`src/rtl/srx_pkg.sv`:
```
package srx_pkg;

  typedef enum logic [1:0] {
    ST_IDLE  = 2'd0,
    ST_START = 2'd1,
    ST_DATA  = 2'd2,
    ST_STOP  = 2'd3
  } rx_state_t;

  // Event bundle from the frame engine to the register block
  typedef struct packed {
    logic take;      // request to accept the frame (raise ri)
    logic stop_chk;  // stop bit has just been decided
    logic stop_bit;  // decided stop bit value
  } rx_evt_t;

  localparam int REG_W       = 8;
  localparam int POS_MODE_HI = 7;
  localparam int POS_MODE_LO = 6;
  localparam int POS_ENABLE  = 5;
  localparam int POS_NINTH   = 4;
  localparam int POS_DONE    = 0;

endpackage

```
`src/rtl/srx_tick.sv`:
```
module srx_tick #(
  parameter int DIV = 4
) (
  input  logic clk,
  input  logic rst,
  input  logic run,
  output logic tick
);

  localparam int CW = (DIV > 1) ? $clog2(DIV) : 1;
  localparam logic [CW-1:0] LAST = CW'(DIV - 1);

  logic [CW-1:0] div_q;

  always_ff @(posedge clk) begin
    if (rst || !run) begin
      div_q <= '0;
      tick  <= 1'b0;
    end else if (div_q == LAST) begin
      div_q <= '0;
      tick  <= 1'b1;
    end else begin
      div_q <= div_q + 1'b1;
      tick  <= 1'b0;
    end
  end

endmodule

```
`src/rtl/srx_frame.sv`:
```
module srx_frame import srx_pkg::*; #(
  parameter int OSR  = 16,
  parameter int DW   = 8,
  parameter int SYNC = 2
) (
  input  logic          clk,
  input  logic          rst,
  input  logic          rxd_in,
  input  logic          allow,
  input  logic          long_frame,
  input  logic          chk_on,
  input  logic          tick,
  output logic          run,
  output rx_evt_t       evt,
  output logic [DW-1:0] shift,
  output logic          ninth
);

  localparam int SW = $clog2(OSR);
  localparam int BW = $clog2(DW + 1);
  localparam logic [SW-1:0] S_A   = SW'(OSR / 2 - 1);
  localparam logic [SW-1:0] S_MID = SW'(OSR / 2);
  localparam logic [SW-1:0] S_B   = SW'(OSR / 2 + 1);
  localparam logic [SW-1:0] S_END = SW'(OSR - 1);
  localparam logic [BW-1:0] B_SHORT = BW'(DW - 1);
  localparam logic [BW-1:0] B_LONG  = BW'(DW);

  logic [SYNC-1:0] sync_q;
  logic            rs;
  logic            prev_q;
  rx_state_t       st;
  logic [SW-1:0]   cnt;
  logic [BW-1:0]   bidx;
  logic            va_q, vm_q;
  logic            fall, at_a, at_mid, at_b, at_end, vote;
  logic [BW-1:0]   last_idx;
  rx_evt_t         evt_d;

  // Line resynchroniser, depth chosen by parameter
  generate
    for (genvar g = 0; g < SYNC; g++) begin : g_sync
      if (g == 0) begin : g_first
        always_ff @(posedge clk) begin
          if (rst) sync_q[g] <= 1'b1;
          else     sync_q[g] <= rxd_in;
        end
      end else begin : g_next
        always_ff @(posedge clk) begin
          if (rst) sync_q[g] <= 1'b1;
          else     sync_q[g] <= sync_q[g-1];
        end
      end
    end
  endgenerate

  assign rs       = sync_q[SYNC-1];
  assign fall     = prev_q & ~rs;
  assign at_a     = tick && (cnt == S_A);
  assign at_mid   = tick && (cnt == S_MID);
  assign at_b     = tick && (cnt == S_B);
  assign at_end   = tick && (cnt == S_END);
  assign vote     = (va_q & vm_q) | (va_q & rs) | (vm_q & rs);
  assign last_idx = long_frame ? B_LONG : B_SHORT;
  assign run      = (st != ST_IDLE);

  always_comb begin
    evt_d          = '0;
    evt_d.stop_bit = vote;
    if (st == ST_DATA && at_b && bidx == last_idx && !chk_on) evt_d.take = 1'b1;
    if (st == ST_STOP && at_b) begin
      evt_d.stop_chk = 1'b1;
      evt_d.take     = chk_on;
    end
  end

  always_ff @(posedge clk) begin
    if (rst) begin
      prev_q <= 1'b1;
      st     <= ST_IDLE;
      cnt    <= '0;
      bidx   <= '0;
      va_q   <= 1'b1;
      vm_q   <= 1'b1;
      shift  <= '0;
      ninth  <= 1'b0;
      evt    <= '0;
    end else begin
      prev_q <= rs;
      evt    <= evt_d;
      if (st != ST_IDLE && tick) begin
        cnt <= (cnt == S_END) ? '0 : cnt + 1'b1;
        if (at_a)   va_q <= rs;
        if (at_mid) vm_q <= rs;
      end
      case (st)
        ST_IDLE: begin
          cnt  <= '0;
          bidx <= '0;
          if (allow && fall) st <= ST_START;
        end
        ST_START: begin
          if (at_mid && rs)  st <= ST_IDLE;
          else if (at_end) begin
            st   <= ST_DATA;
            bidx <= '0;
          end
        end
        ST_DATA: begin
          if (at_b) begin
            if (bidx < B_LONG) shift <= {vote, shift[DW-1:1]};
            else               ninth <= vote;
          end
          if (at_end) begin
            if (bidx == last_idx) st <= ST_STOP;
            else                  bidx <= bidx + 1'b1;
          end
        end
        ST_STOP: begin
          if (at_b) st <= ST_IDLE;
        end
        default: st <= ST_IDLE;
      endcase
    end
  end

  // no frame starts while reception is not allowed
  p_idle_hold_r2: assert property (@(posedge clk) disable iff (rst)
    (st == ST_IDLE && !allow) |=> (st == ST_IDLE));

  // a high line at the mid-bit sample of the start bit aborts the frame
  p_false_start_r9: assert property (@(posedge clk) disable iff (rst)
    (st == ST_START && at_mid && rs) |=> (st == ST_IDLE));

  // accept requests come from the stop bit exactly when checking was on
  p_take_point_r4: assert property (@(posedge clk) disable iff (rst)
    evt.take |-> (evt.stop_chk == $past(chk_on)));

endmodule

```
`src/rtl/srx_regs.sv`:
```
module srx_regs import srx_pkg::*; #(
  parameter int DW = 8
) (
  input  logic             clk,
  input  logic             rst,
  input  logic             we,
  input  logic [REG_W-1:0] wdata,
  input  logic             fe_sel,
  input  rx_evt_t          evt,
  input  logic [DW-1:0]    rx_shift,
  input  logic             rx_ninth,
  output logic [REG_W-1:0] rdata,
  output logic [DW-1:0]    rx_byte,
  output logic             ri,
  output logic             fe,
  output logic             allow,
  output logic             long_frame
);

  logic sm0_q, sm1_q, ren_q, rb8_q, ri_q, fe_q;
  logic accept;
  logic unused_wbits;

  assign unused_wbits = ^wdata[POS_NINTH:1];
  assign accept       = evt.take && ren_q && !ri_q;
  assign allow        = ren_q && (sm0_q || sm1_q);
  assign long_frame   = sm0_q;

  always_ff @(posedge clk) begin
    if (rst) begin
      sm0_q   <= 1'b0;
      sm1_q   <= 1'b0;
      ren_q   <= 1'b0;
      rb8_q   <= 1'b0;
      ri_q    <= 1'b0;
      fe_q    <= 1'b0;
      rx_byte <= '0;
    end else begin
      if (we) begin
        sm1_q <= wdata[POS_MODE_LO];
        ren_q <= wdata[POS_ENABLE];
        if (!fe_sel) sm0_q <= wdata[POS_MODE_HI];
      end
      if (evt.stop_chk && fe_sel && !evt.stop_bit) fe_q <= 1'b1;
      else if (we && fe_sel)                       fe_q <= wdata[POS_MODE_HI];
      if (accept) begin
        ri_q    <= 1'b1;
        rx_byte <= rx_shift;
        if (sm0_q) rb8_q <= rx_ninth;
      end else if (we) begin
        ri_q <= wdata[POS_DONE];
      end
    end
  end

  always_comb begin
    rdata              = '0;
    rdata[POS_MODE_HI] = fe_sel ? fe_q : sm0_q;
    rdata[POS_MODE_LO] = sm1_q;
    rdata[POS_ENABLE]  = ren_q;
    rdata[POS_NINTH]   = rb8_q;
    rdata[POS_DONE]    = ri_q;
  end

  assign ri = ri_q;
  assign fe = fe_q;

  // the error flag only falls through a selected clearing write
  p_fe_sticky_r6: assert property (@(posedge clk) disable iff (rst)
    (fe_q && !(we && fe_sel && !wdata[POS_MODE_HI])) |=> fe_q);

  // with checking off nothing can raise the error flag
  p_fe_quiet_r5: assert property (@(posedge clk) disable iff (rst)
    (!fe_q && !fe_sel) |=> !fe_q);

  // a write while the flag is selected leaves the mode bit alone
  p_mode_guard_r7: assert property (@(posedge clk) disable iff (rst)
    !(we && !fe_sel) |=> $stable(sm0_q));

  // with reception disabled, ri cannot rise except by a write
  p_no_take_r8: assert property (@(posedge clk) disable iff (rst)
    (!ri_q && !ren_q && !(we && wdata[POS_DONE])) |=> !ri_q);

  // the byte holds while ri is pending
  p_byte_hold_r8: assert property (@(posedge clk) disable iff (rst)
    ri_q |=> $stable(rx_byte));

endmodule

```
`src/rtl/uart_rx_fchk.sv`:
```
module uart_rx_fchk import srx_pkg::*; #(
  parameter int SAMPLE_DIV = 4,
  parameter int OSR        = 16,
  parameter int DW         = 8,
  parameter int SYNC       = 2
) (
  input  logic             clk,
  input  logic             rst,
  input  logic             rxd,
  input  logic             err_chk_sel,
  input  logic             cfg_we,
  input  logic [REG_W-1:0] cfg_wdata,
  output logic [REG_W-1:0] cfg_rdata,
  output logic [DW-1:0]    rx_byte,
  output logic             ri,
  output logic             fe
);

  logic          run, tick, allow, long_frame, ninth;
  rx_evt_t       evt;
  logic [DW-1:0] shift;

  srx_tick #(.DIV(SAMPLE_DIV)) u_tick (
    .clk  (clk),
    .rst  (rst),
    .run  (run),
    .tick (tick)
  );

  srx_frame #(.OSR(OSR), .DW(DW), .SYNC(SYNC)) u_frame (
    .clk        (clk),
    .rst        (rst),
    .rxd_in     (rxd),
    .allow      (allow),
    .long_frame (long_frame),
    .chk_on     (err_chk_sel),
    .tick       (tick),
    .run        (run),
    .evt        (evt),
    .shift      (shift),
    .ninth      (ninth)
  );

  srx_regs #(.DW(DW)) u_regs (
    .clk        (clk),
    .rst        (rst),
    .we         (cfg_we),
    .wdata      (cfg_wdata),
    .fe_sel     (err_chk_sel),
    .evt        (evt),
    .rx_shift   (shift),
    .rx_ninth   (ninth),
    .rdata      (cfg_rdata),
    .rx_byte    (rx_byte),
    .ri         (ri),
    .fe         (fe),
    .allow      (allow),
    .long_frame (long_frame)
  );

endmodule

```
`config.mk`:
```
export PLATFORM = sky130hd
export DESIGN_NAME = uart_rx_fchk
export DESIGN_NICKNAME = d
export VERILOG_FILES = /design/src/rtl/srx_pkg.sv /design/src/rtl/srx_tick.sv /design/src/rtl/srx_frame.sv /design/src/rtl/srx_regs.sv /design/src/rtl/uart_rx_fchk.sv
export SDC_FILE = /design/constraint.sdc
export NUM_CORES = 1
export LEC_CHECK = 0
export ABC_AREA = 0
export BUFFER_PORTS_ARGS = -buffer_cell sky130_fd_sc_hd__buf_2
export CAP_MARGIN = 10
export CORE_ASPECT_RATIO = 1.2
export CORE_MARGIN = 3
export CORE_UTILIZATION = 40
export CTS_BUF_LIST = sky130_fd_sc_hd__clkbuf_4 sky130_fd_sc_hd__clkbuf_8
export DETAILED_ROUTE_END_ITERATION = 6
export HOLD_SLACK_MARGIN = 0.03
export PLACE_DENSITY = 0.66
export RECOVER_POWER = 100
export SLEW_MARGIN = 10
export SYNTH_ARGS = -nofsm -noshare
export SYNTH_HDL_FRONTEND = slang
export SYNTH_SLANG_ARGS = --single-unit
```
`constraint.sdc`:
```
create_clock -name clk -period 1.7 [get_ports clk]
set_clock_uncertainty 0.15 [all_clocks]
set_input_delay 0.17 -clock clk [delete_from_list [all_inputs] [get_ports clk]]
set_output_delay 0.17 -clock clk [all_outputs]
set_load 0.01 [all_outputs]
```
# After elaboration in Yosys (flattened, before gate mapping)
# Index checks and enable logic that the tools add are counted.
[totals] regBits=44 inputBits=13 output_inout_bits=18 wordCells=112
[classes] add_sub_neg=3 order_cmp=1 n_eq_ne=17 n_mux=22 bitwise_logic=9 n_reduce_logical=38
[op_table] operator="4-bit 2-to-1 mux" count=6
[op_table] operator="1-bit logical AND" count=17
[op_table] operator="2-bit 2-to-1 mux" count=7
[op_table] operator="4-bit == test (second input constant)" count=3
[op_table] operator="4-bit one-hot mux with 3 select lines" count=1
[op_table] operator="5-bit AND reduction" count=2
[op_table] operator="4-bit by 1-bit adder with 4-bit output (second input constant)" count=2
[op_table] operator="2-bit by 1-bit != test with 1-bit output (second input constant)" count=4
[op_table] operator="2-bit one-hot mux with 4 select lines" count=1
[op_table] operator="2-bit AND reduction" count=4
[op_table] operator="1-bit 2-to-1 mux" count=7
[op_table] operator="2-bit == test (second input constant)" count=3
[op_table] operator="2-bit != test (second input constant)" count=3
[op_table] operator="3-bit AND reduction" count=2
[op_table] operator="2-bit nonzero test" count=3
[op_table] operator="1-bit AND" count=4
[op_table] operator="4-bit by 3-bit == test with 1-bit output (second input constant)" count=1
[op_table] operator="4-bit == test" count=1
[op_table] operator="1-bit zero test" count=4
[op_table] operator="4-bit less-than comparator (second input constant)" count=1
[op_table] operator="2-bit OR reduction" count=2
[op_table] operator="3-bit by 1-bit != test with 1-bit output (second input constant)" count=1
[op_table] operator="1-bit inverter" count=3
[op_table] operator="3-bit nonzero test" count=1
[op_table] operator="5 further kinds" count=7

# Logic depth before layout (Yosys ltp)
[logic_depth] word_depth=7 depth_mapped=7 ltp_nobuf=6

# By module
# A second synthesis with hierarchy kept.
[hier_totals] cells_unflattened=205 area_unflattened_um2=1933.1
[by_module_without_submodules] mod="srx_frame" instances=1 cells_each=125 area_each_um2=1208.7 seq_area_each_um2=540.5
[by_module_without_submodules] mod="srx_regs" instances=1 cells_each=73 area_each_um2=615.6 seq_area_each_um2=280.3
[by_module_without_submodules] mod="srx_tick" instances=1 cells_each=7 area_each_um2=108.9 seq_area_each_um2=60.1

# Least setup slack after synthesis
# Ideal clock, no wire load.
[synth_path] kind="flip-flop to flip-flop" startpoint="register u_frame.cnt[0]" endpoint="register u_frame.bidx[2]" setup_ps=123 t_arrival_ps=1362 t_required_ps=1427 slack_ps=65 path_stages_with_launch=6 n_path_buf=0 synth_period_minus_slack_ps=1635 cell_sequence="dfxtp_1 ha_1 and4_4 nand2b_4 nor3_1 mux2_1"
[synth_between] elab_chain_len=5 word_cells_on_any_way=9 classes_between="5 x eq/ne; 4 x reduce/logical"
[synth_rtl] element="start: declaration" line="srx_frame.sv:32" text="logic [SW-1:0] cnt;"
[synth_rtl] element="start signal: assignment" line="srx_frame.sv:91" text="cnt <= (cnt == S_END) ? '0 : cnt + 1'b1;"
[synth_rtl] element="4-bit == test" line="srx_frame.sv:59" text="assign at_mid = tick && (cnt == S_MID);"
[synth_rtl] element="1-bit logical AND" line="srx_frame.sv:59"
[synth_rtl] element="1-bit logical AND" line="srx_frame.sv:102" text="if (at_mid && rs) st <= ST_IDLE;"
[synth_rtl] element="2-bit != test (no source line)"
[synth_rtl] element="5-bit AND reduction (no source line) (*)"
[synth_rtl] element="end signal: assignment" line="srx_frame.sv:115" text="else bidx <= bidx + 1'b1;"
[synth_rtl] element="end: declaration" line="srx_frame.sv:33" text="logic [BW-1:0] bidx;"
# Mark *: on every way between the ends. The rest lies on a longest branch, timed or not.
# A chain may end at the register's enable or synchronous reset.

# Worst setup path in the final report
[layout_path] startpoint="register u_frame.cnt[1]" endpoint="register u_frame.bidx[3]"
# The elaborated chain is that of the path after synthesis.

==> report_table.html <==
<table>
<tr><th>Metric</th><th>Value</th></tr>
<tr><th colspan="2">Placement</th></tr>
<tr><td>Gp weighted congestion</td><td>approximately 0.74</td></tr>
<tr><td>Post-DP HPWL</td><td>2.47 mm</td></tr>
<tr><td>Port-buffer cells</td><td>23</td></tr>
<tr><td>Post-Place Cell Area</td><td>2120 sq um</td></tr>
<tr><th colspan="2">Clock tree</th></tr>
<tr><td>Inserted Clock Buffers</td><td>5</td></tr>
<tr><td>Clock tree from TritonCTS</td><td>yes</td></tr>
<tr><td>CTS max path bufs</td><td>2</td></tr>
<tr><td>Buffer type at the clock tree root</td><td>sky130_fd_sc_hd__clkbuf_8</td></tr>
<tr><td>CTS clk-pin slew, worst paths</td><td>80 ps</td></tr>
<tr><td>H-tree level count</td><td>2</td></tr>
<tr><td>Clk Latency, worst-skew pair</td><td>290 ps</td></tr>
<tr><td>Sink Count</td><td>44</td></tr>
<tr><th colspan="2">Power</th></tr>
<tr><td>Share of power burned in the clock network</td><td>a little over a third</td></tr>
<tr><td>Switching portion of total power</td><td>22.1%</td></tr>
<tr><td>Sequential share of power</td><td>60.3%</td></tr>
<tr><td>Switching power</td><td>0.384 mW</td></tr>
<tr><td>Static Leak</td><td>0.964 nW</td></tr>
<tr><td>Power per cell area</td><td>766 nW/um^2</td></tr>
<tr><td>Largest voltage drop on the vdd net</td><td>648 uV</td></tr>
<tr><td>Total internal power</td><td>between 1 and 1.5 mW</td></tr>
<tr><td>Portion of total power attributed to combinational logic</td><td>about 4.7%</td></tr>
<tr><td>Sum of internal, switching and leakage power</td><td>1.74 mW</td></tr>
<tr><th colspan="2">Floorplan</th></tr>
<tr><td>Initial core utilization</td><td>43.1%</td></tr>
<tr><td>Number of placement rows</td><td>26</td></tr>
<tr><td>Number of top-level pins</td><td>31</td></tr>
<tr><td>Area of the core region</td><td>approximately 4400 sq um</td></tr>
<tr><td>DIE WIDTH</td><td>69.0 um</td></tr>
<tr><td>Die height</td><td>81.6 um</td></tr>
<tr><td>Die area</td><td>about 5600 sq um</td></tr>
<tr><th colspan="2">Logic synthesis</th></tr>
<tr><td>Average size of a mapped cell</td><td>9.35 sq um</td></tr>
<tr><td>Portion of synthesized cell area occupied by the leading cell type</td><td>46.2%</td></tr>
<tr><td>Cells after Synth</td><td>204</td></tr>
<tr><td>Yosys warning total</td><td>0</td></tr>
<tr><td>Share of synthesized registers carrying an async set or reset</td><td>0%</td></tr>
<tr><td>Share of the yosys chip area belonging to registers</td><td>46.2%</td></tr>
<tr><td>Cell taking the most area after synthesis</td><td>sky130_fd_sc_hd__dfxtp_1</td></tr>
<tr><td>Synth Cell Area</td><td>1910 sq um</td></tr>
<tr><td>Prevailing post-synth register cell</td><td>sky130_fd_sc_hd__dfxtp_1</td></tr>
<tr><td>Netlist cell types</td><td>43</td></tr>
<tr><td>Total of flip-flops plus latches after synthesis</td><td>44</td></tr>
<tr><td>Largest cells by area after synthesis</td><td>sky130_fd_sc_hd__dfxtp_1 (46%), sky130_fd_sc_hd__mux2i_1 (12%), sky130_fd_sc_hd__nor2_1 (6.3%)</td></tr>
<tr><td>Count of flip-flops with a built-in enable after synthesis</td><td>0</td></tr>
<tr><th colspan="2">Min path</th></tr>
<tr><td>Start point of the worst min-delay path</td><td>err_chk_sel</td></tr>
<tr><td>Endpoint, Worst Hold</td><td>u_regs.fe</td></tr>
<tr><td>Worst hold path type</td><td>in2reg</td></tr>
<tr><td>Cells on Worst Hold Path</td><td>3</td></tr>
<tr><th colspan="2">Timing</th></tr>
<tr><td>Fin crit period</td><td>1640 ps</td></tr>
<tr><td>Number of slew-limit violations in the final report</td><td>0</td></tr>
<tr><td>Final Hold Violating Endpoints</td><td>0</td></tr>
<tr><td>Final critical-path share of the clock period</td><td>96.2%</td></tr>
<tr><td>Min Hold Slack</td><td>39.1 ps</td></tr>
<tr><td>Setup Viol. Count Final</td><td>0</td></tr>
<tr><td>Highest clock rate</td><td>611 MHz</td></tr>
<tr><th colspan="2">Setup path</th></tr>
<tr><td>Critical Path Sink Type</td><td>flip-flop</td></tr>
<tr><td>Destination of the worst register-to-register timing path</td><td>u_frame.bidx[3]</td></tr>
<tr><td>WS Path Type</td><td>reg2reg</td></tr>
<tr><td>Required time of the worst setup path</td><td>1780 ps</td></tr>
<tr><td>Signal arrival time at the worst endpoint</td><td>1710 ps</td></tr>
<tr><td>Biggest fanout along the worst timing path</td><td>7</td></tr>
<tr><td>Source of the worst register-to-register timing path</td><td>u_frame.cnt[1]</td></tr>
<tr><td>Crit path launch type</td><td>flip-flop</td></tr>
<tr><td>Worst r2r path cells</td><td>5</td></tr>
<tr><td>R2R setup slack</td><td>60 ps</td></tr>
<tr><th colspan="2">GRT</th></tr>
<tr><td>Number of global-route vias before repair</td><td>1378</td></tr>
<tr><td>Tot GR Track Use</td><td>13.2%</td></tr>
<tr><td>Overflow left after global routing</td><td>0</td></tr>
<tr><td>Maximum number of pins on one net before global-route repair</td><td>29</td></tr>
<tr><td>First-pass GRT wire length</td><td>5.90 mm</td></tr>
<tr><td>Antenna violations before repair</td><td>0</td></tr>
<tr><th colspan="2">Drt</th></tr>
<tr><td>Remaining antenna violation count after routing</td><td>0</td></tr>
<tr><td>TritonRoute pass-1 iters</td><td>4</td></tr>
<tr><td>Wire length reported by the detailed router</td><td>3.41 mm</td></tr>
<tr><td>Mean number of vias per cell</td><td>4.80</td></tr>
<tr><td>Detailed Route Iter0 Violations</td><td>60</td></tr>
<tr><td>Number of remaining DRC errors</td><td>0</td></tr>
<tr><td>Drt wl/cell</td><td>~11 um</td></tr>
<tr><td>Routed vias</td><td>1431</td></tr>
<tr><th colspan="2">Layout</th></tr>
<tr><td>Number of filler cells placed in the layout</td><td>428</td></tr>
<tr><td>Total non-filler cell area in the finished layout</td><td>roughly 2300 sq um</td></tr>
<tr><td>Final layout net count</td><td>between 200 and 300</td></tr>
<tr><td>Proportion of layout cells with a drive suffix above 1</td><td>17.8%</td></tr>
<tr><td>Footprint of the multi-input gates</td><td>~920 sq um</td></tr>
<tr><td>Area growth, synth to finish</td><td>19.0%</td></tr>
<tr><td>Number of antenna cells inserted</td><td>0</td></tr>
<tr><td>Register Area</td><td>883 sq um</td></tr>
<tr><th colspan="2">Job</th></tr>
<tr><td>Number of maximum-capacitance violations</td><td>0</td></tr>
<tr><th colspan="2">Status</th></tr>
<tr><td>Status</td><td>finished clean</td></tr>
</table>
-- worst max-delay path, stage by stage, from the launching register on --
cell                       delay (ps)
sky130_fd_sc_hd__dfxtp_2          360
sky130_fd_sc_hd__ha_2             190
sky130_fd_sc_hd__and4_4           260
sky130_fd_sc_hd__nand2b_4          80
sky130_fd_sc_hd__or4_1            400
sky130_fd_sc_hd__a21oi_1          140
-- cell usage after synthesis, types with 2 or more instances --
cell type                  number
sky130_fd_sc_hd__buf_2          2
sky130_fd_sc_hd__nand4_1        2
sky130_fd_sc_hd__nand2_1       13
sky130_fd_sc_hd__nor2_1        32
sky130_fd_sc_hd__ha_1           5
sky130_fd_sc_hd__clkbuf_1       5
sky130_fd_sc_hd__a311oi_1       2
sky130_fd_sc_hd__o31ai_1        2
sky130_fd_sc_hd__xor2_1         2
sky130_fd_sc_hd__a31oi_1        2
sky130_fd_sc_hd__and2_1         2
sky130_fd_sc_hd__a21oi_1        9
sky130_fd_sc_hd__dfxtp_1       44
sky130_fd_sc_hd__nand4b_1       2
sky130_fd_sc_hd__nor3b_1        2
sky130_fd_sc_hd__or2_2          3
sky130_fd_sc_hd__or3_1          2
sky130_fd_sc_hd__o21ai_0        8
sky130_fd_sc_hd__buf_4          8
sky130_fd_sc_hd__nor3_1         2
sky130_fd_sc_hd__a211oi_1       2
sky130_fd_sc_hd__nor2b_1        2
sky130_fd_sc_hd__inv_1         10
sky130_fd_sc_hd__mux2i_1       22
-- sequential cells by signal (all words and copies together), names as in the netlist, named ones only --
signal / flops
u_frame.shift: 8
u_regs.rx_byte: 8
u_frame.bidx: 4
u_frame.cnt: 4
u_frame.evt: 3
u_tick.div_q: 2
u_frame.ninth: 1
u_frame.prev_q: 1
u_frame.rs: 1
u_frame.st: 1
u_frame.sync_q: 1
u_frame.va_q: 1
u_frame.vm_q: 1
u_regs.fe: 1
u_regs.long_frame: 1
u_regs.rb8_q: 1
u_regs.ren_q: 1
u_regs.ri: 1
u_regs.sm1_q: 1
u_tick.tick: 1
-- metrics by stage --
stage | setup TNS (ps) | utilization, % | std cells | setup slack [ps]
CTS | 0 | 51.2 | 297 | 12.6
global route | -1.33 | 51.3 | 298 | -1.33
floorplan | 0 | - | 206 | 64.9
global placement | 0 | 47.9 | 284 | 33.3
finish | 0 | 51.3 | 298 | 64.2
detailed placement | 0 | 47.9 | 284 | 7.61
-- metal layers --
metal / part of all wire, % / GRT usage, %
met1: 47 / 16.3
met2: 47 / 20.8
met3: 4.2 / 4.16
met4: 1.5 / 6.64
met5: 0 / 0
-- layout by cell type, fill, tap and decap left out, drive strengths merged, types with 3 or more instances in the layout --
| master | instances |
|---|---|
| ha | 5 |
| o21ai | 8 |
| nand2 | 13 |
| conb | 3 |
| clkbuf | 22 |
| a21oi | 9 |
| inv | 10 |
| nor2 | 32 |
| mux2i | 22 |
| buf | 22 |
| dlygate4sd3 | 6 |
| or2 | 3 |
| or3 | 3 |
| dfxtp | 44 |
-- power by group through the flow --
| stage | clock network, mW | logic [mW] | registers, mW |
|---|---|---|---|
| after floorplan | 0 | 0.0513 | 1.07 |
| after global placement | 0 | 0.0715 | 1.07 |
| after detailed placement | 0 | 0.0724 | 1.07 |
| after CTS | 0.632 | 0.0830 | 1.05 |
| after global routing | 0.686 | 0.0898 | 1.05 |
| final | 0.608 | 0.0808 | 1.05 |
-- cells by family after synthesis --
logic type | Yosys count | synth area share [%]
flops | 44 | 46.2
fa+ha+maj | 6 | 3.81
simple gates | 72 | 19.6
xor+xnor | 3 | 1.38
compound gates | 29 | 9.91
buf+inv | 26 | 6.82
other cells | 1 | 0.197
mux | 23 | 12.1
-- cell type report --
class	instances	area share, %
Inverter	10	1.65
Multi-Input combinational cell	136	40.7
Clock inverter	2	0.552
Tap cell	56	3.09
Sequential cell	44	38.9
Clock buffer	5	3.03
Timing Repair Buffer	45	12.0
-- worst max-delay path by stage --
stage,startpoint,to,cells past startpoint,slack [ps]
2_1_floorplan,u_frame.cnt[0],u_frame.bidx[2],5,60
3_3_place_gp,u_frame.cnt[1],u_frame.bidx[2],5,30
3_5_place_dp,u_frame.cnt[1],u_frame.bidx[3],5,8
4_1_cts,u_frame.cnt[0],u_frame.bidx[3],5,10
5_1_grt,u_frame.cnt[1],u_frame.bidx[3],5,-1
6_report,u_frame.cnt[1],u_frame.bidx[3],5,60
-- repair_timing --
action	CTS	global route
endpoints found under the hold margin	7	0
hold buffers	6	0
pin swaps	0	1
buffers inserted	0	1
resized for setup	2	4
cloned	0	0
endpoints found under the setup margin	1	5
Note: power is estimated with default switching activity, not from simulation.
